--- config.mk ---
export PLATFORM = sky130hd
export DESIGN_NAME = gpio_chg_irq
export DESIGN_NICKNAME = d
export VERILOG_FILES = /design/src/rtl/gpio_chg_irq.sv
export SDC_FILE = /design/constraint.sdc
export NUM_CORES = 1
export LEC_CHECK = 0
export ABC_AREA = 1
export ABC_CLOCK_PERIOD_IN_PS = 1150
export CAP_MARGIN = 5
export CELL_PAD_IN_SITES_DETAIL_PLACEMENT = 0
export CELL_PAD_IN_SITES_GLOBAL_PLACEMENT = 2
export CORE_MARGIN = 5
export CORE_UTILIZATION = 29
export DETAILED_ROUTE_END_ITERATION = 10
export PLACE_DENSITY = 0.82
export SLEW_MARGIN = 5
export SYNTH_ARGS = -nofsm -noshare
export SYNTH_HDL_FRONTEND = slang
export SYNTH_SLANG_ARGS = --single-unit
export TNS_END_PERCENT = 1
--- constraint.sdc ---
create_clock -name clk -period 1.15 [get_ports clk]
set_clock_uncertainty 0.05 [all_clocks]
set_input_delay 0.115 -clock clk [delete_from_list [all_inputs] [get_ports clk]]
set_output_delay 0.115 -clock clk [all_outputs]
set_load 0.02 [all_outputs]
--- src/rtl/gpio_chg_irq.sv ---
module gpio_chg_irq #(
  parameter int W = 8
) (
  input  logic         clk,
  input  logic         rst_n,
  input  logic         wr_en,
  input  logic         rd_en,
  input  logic [1:0]   addr,
  input  logic [7:0]   wdata,
  output logic [7:0]   rdata,
  input  logic [W-1:0] pin_in,
  output logic [W-1:0] pin_out,
  output logic [W-1:0] pin_oe,
  input  logic         modem_irq_en,
  output logic         irq,
  output logic [1:0]   modem_chg
);
  localparam int H = W / 2;

  logic [W-1:0] s1, sv, prv;
  logic [W-1:0] dir, outq, ien, refv, pend_q, latv;
  logic [2:0]   ctrl;
  logic [W-1:0] gmask, chg, in_view, st_view, pin_req;
  logic         st_rd, sres;

  assign st_rd = rd_en && addr == 2'd1;
  assign sres  = wr_en && addr == 2'd3 && wdata[3];
  assign gmask = {{H{~ctrl[1]}}, {H{~ctrl[2]}}};

  assign chg     = ien & ~dir & gmask & (sv ^ refv);
  assign in_view = ctrl[0] ? ((pend_q & latv) | (~pend_q & sv)) : sv;
  assign st_view = gmask & ((dir & outq) | (~dir & in_view));
  assign pin_req = ctrl[0] ? pend_q : chg;
  assign irq     = |(pin_req & ien & ~dir & gmask);

  assign pin_oe  = dir & gmask;
  assign pin_out = outq & gmask;

  assign modem_chg[1] = modem_irq_en & ctrl[1] & |(sv[W-1:H] ^ prv[W-1:H]);
  assign modem_chg[0] = modem_irq_en & ctrl[2] & |(sv[H-1:0] ^ prv[H-1:0]);

  always_comb begin
    case (addr)
      2'd0:    rdata = dir;
      2'd1:    rdata = st_view;
      2'd2:    rdata = ien;
      default: rdata = {5'b0, ctrl};
    endcase
  end

  always_ff @(posedge clk or negedge rst_n) begin
    if (!rst_n) begin
      s1  <= '0;
      sv  <= '0;
      prv <= '0;
    end else begin
      s1  <= pin_in;
      sv  <= s1;
      prv <= sv;
    end
  end

  always_ff @(posedge clk or negedge rst_n) begin
    if (!rst_n) begin
      dir <= '0; outq <= '0; ien <= '0; ctrl <= '0;
      refv <= '0; pend_q <= '0; latv <= '0;
    end else if (sres) begin
      dir <= '0; outq <= '0; ien <= '0; ctrl <= '0;
      refv <= '0; pend_q <= '0; latv <= '0;
    end else begin
      if (wr_en) begin
        case (addr)
          2'd0:    dir  <= wdata;
          2'd1:    outq <= wdata;
          2'd2:    ien  <= wdata;
          default: ctrl <= wdata[2:0];
        endcase
      end
      if (st_rd) refv <= sv;
      latv <= (chg & ~pend_q & sv) | (~(chg & ~pend_q) & latv);
      if (!ctrl[0] || st_rd) pend_q <= '0;
      else                   pend_q <= pend_q | chg;
    end
  end

  AST_LATCH_STICKY: assert property (@(posedge clk) disable iff (!rst_n)
    (ctrl[0] && !st_rd && !wr_en) |=> ((pend_q & $past(pend_q)) == $past(pend_q)));
  AST_READ_RELEASES: assert property (@(posedge clk) disable iff (!rst_n)
    (ctrl[0] && st_rd) |=> (pend_q == '0));
  AST_SOFT_RESET: assert property (@(posedge clk) disable iff (!rst_n)
    sres |=> (dir == '0 && ien == '0 && ctrl == '0 && outq == '0));
  AST_IRQ_SOURCE: assert property (@(posedge clk) disable iff (!rst_n)
    irq |-> ((ien & ~dir & gmask) != '0));
  AST_CTRL_RSV: assert property (@(posedge clk) disable iff (!rst_n)
    (rd_en && addr == 2'd3) |-> (rdata[7:3] == 5'd0));
endmodule

==> flow_metrics.py <==
metrics = {
    "clock_tree": {
        "ctsLongestPathBuffers": 2,
        "cts_made_buffers": 9,
        "path_clk_slew_ns": 0.06,
        "cts_tree": "yes",
        "clock-sinks": 75,
        "clock_latency_ns": 0.34,
        "cts_max_level": 3,
        "cts_root_buffer": "clkbuf_16",
    },
    "worst_setup_path": {
        "rr_worst_depth": 7,
        "reg2reg_slack_ns": -0.12,
        "cp.arrival_ns": 1.66,
        "reg2reg_to": "latv[3]",
        "cp_slowest_stage_delay_ns": 0.46,
        "path_delay_family": "flip-flops",
        "critPathRequiredTime_ns": 0.99,
        "worstPathMaxFanout": 5,
        "crit_chain": "buf_6 -> buf_6 -> nand2_2 -> nand2_1 -> nand2_1 -> nand2_2 -> nor2_2 -> nand2_2 -> buf_6",
        "cpMaxStageDelayCell": "dfrtp_2",
        "endpoint_kind": "output port",
        "critical_path_class": "flop to output port",
        "cp_num_buf_inv": 3,
        "reg2reg_from": "ctrl[2]",
        "start_kind": "flop",
    },
    "yosys": {
        "mappedNetlistArea_um2": 3670,
        "avgSynthCellArea_um2": 8.03,
        "synth_edf_count": 0,
        "synth-main-ff-cell": "dfrtp_1",
        "mappedNetlistNets": 480,
        "syn_inst": 457,
        "ys_warn_count": 0,
        "synth.ff_latch_count": 75,
        "synth-async-reset-ratio_pct": 100,
        "synth_seq_area_share_pct": 51.2,
        "synth_cell_types": 28,
    },
    "sta": {
        "worstMarginPinSlew_ns": 0.322,
        "fin_crit_ns": 1.82,
        "rsz0062_at_grt": "true",
        "post-route-period-util_pct": 159,
        "relSlewSlack_pct": 78.5,
        "slew_viol_final": 0,
        "worst_slack_ns": -0.675,
        "hold_viol": 0,
        "max_freq_mhz": 548,
        "setup_viol": 39,
    },
    "power_and_ir_drop": {
        "p_per_area_nw_per_um2": 1550,
        "power_leakage_nw": 2.95,
        "max-vdd-ir-drop_uv": 628,
    },
    "floorplanning": {
        "core_um2": 12500,
        "num_rows": 41,
        "io_pins": 50,
        "die-height_um": 122,
        "start_util_pct": 29.3,
        "die_area_um2": 15000,
        "dieWidth_um": 122,
    },
    "global_route": {
        "grt-ovfl-total": 0,
        "antenna_found_initial": 0,
        "grt_max_degree": 26,
        "grt_pass1_wl_um": 18000,
        "grt_usage_pct": 15.6,
        "grt_pass1_vias": 3612,
    },
    "worst_hold_path": {
        "hold-path-endpoint": "s1[6]",
        "holdPathStages": 1,
        "worstHoldStart": "pin_in[6]",
        "hold_class": "primary input to flop",
    },
    "place": {
        "portBuffers": 49,
        "hpwlAfterDp_um": 8180,
        "placed_area_um2": 5270,
        "place.gp.congestion": 0.899,
    },
    "final_layout": {
        "synthToLayoutAreaGrowth_pct": 59.6,
        "utilization_pct": 46.8,
        "final_cell_mix": "buf_4 (115), nand2_1 (114), dfrtp_1 (72)",
        "postLayoutCellArea_um2": 5850,
        "drive_gt1_share_pct": 39.6,
        "final_common_cell": "buf_4",
        "antenna_cells": 0,
        "nets": 647,
    },
    "outcome": {
        "violations": "setup timing",
        "outcome": "finished with violations",
    },
    "detailed_routing": {
        "drtPass1Iterations": 4,
        "viasPerCell": 4.37,
        "drt_wl_total_um": 10900,
        "drtIter0Drc": 173,
        "wl_per_cell_um": 13.6,
        "vias": 3493,
        "ant_nets": 0,
        "drc": 0,
    },
    "run": {
        "max_cap_violations": 0,
    },
}
-- cell families after synthesis --
| family | count (synthesis) | share of synthesized area (%) |
|---|---|---|
| DFF | 75 | 51.2 |
| buffers and inverters | 81 | 9.45 |
| and+or+nand+nor | 226 | 26.9 |
| xor gates and xnor gates | 8 | 1.91 |
| AOI/OAI and AO/OA | 67 | 10.5 |
-- power breakdown --
| part | switching (mW) | internal, mW |
|---|---|---|
| logic | 1.52 | 1.41 |
| registers | 0.275 | 3.05 |
| clock network | 1.09 | 1.73 |
| total | 2.88 | 6.18 |
-- timing repair --
| item | in CTS | in global routing |
|---|---|---|
| hold buffers | 1 | 0 |
| setup endpoints to repair | 78 | 73 |
| pin swaps | 11 | 11 |
| resized for setup | 184 | 61 |
| cloned | 0 | 0 |
| buffers inserted | 0 | 1 |
| hold endpoints to repair | 75 | 0 |
-- state kept, by name (all words and copies together) (netlist names) --
register and flops:
ctrl 3, dir 8, ien 8, latv 8, outq 8, pend_q 8
prv 8, refv 8, s1 8, sv 8
-- worst max path at each step --
stage	cells after the start	end	from
6_report	9	irq	ctrl[0]
5_1_grt	9	irq	ctrl[0]
4_1_cts	9	irq	ctrl[0]
3_5_place_dp	7	rdata[5]	addr[1]
3_3_place_gp	7	rdata[6]	addr[1]
2_1_floorplan	7	rdata[2]	ctrl[0]
-- per-layer routing --
| metal | GRT usage, % | part of all wire (%) | vias up | routed length (um) |
|---|---|---|---|---|
| met1 | 20.4 | 46 | 1639 | 4960 |
| met2 | 25.4 | 48 | 58 | 5210 |
| met5 | 0 | 0 | - | 0 |
| met3 | 2.17 | 3.6 | 19 | 389 |
| met4 | 7.77 | 3.0 | 0 | 327 |
| li1 | - | - | 1777 | - |
-- per-stage QoR --
stage               power (mW)  instances  hold WS [ns]  setup slack (ns)  setup TNS, ns
global placement          5.94        784       -0.0162            -0.937         -44.36
CTS                       8.97        800         0.153            -0.665         -11.50
detailed placement        5.99        784       -0.0101            -0.969         -46.42
finish                    9.07        800         0.160            -0.675         -10.58
floorplan                 4.50        457        -0.231           -0.0830         -0.323
global route              9.61        800         0.153            -0.746         -13.62
-- cell usage after synthesis, drive strengths merged, types with 2 or more instances --
cell,count,share of area [%]
a21oi,17,2.3
a31oi,2,0.34
buf,8,1.9
dfrtp,75,51
inv,71,7.3
nand2,137,15
nand3,37,5.4
nand4,3,0.51
nor2,44,5.5
nor3,4,0.55
o211ai,4,0.82
o21ai,34,5.4
o22ai,10,1.7
xnor2,4,0.95
xor2,4,0.95
-- layout make-up --
| cell class | instances | area [um^2] |
|---|---|---|
| Clock buffer | 11 | 243 |
| Clock inverter | 4 | 51.3 |
| Fill cell | 1276 | 6660 |
| Inverter | 72 | 285 |
| Multi-Input combinational cell | 301 | 1740 |
| Sequential cell | 75 | 1880 |
| Tap cell | 172 | 215 |
| Timing Repair Buffer | 165 | 1440 |
Power figures use the tool's default switching activity.
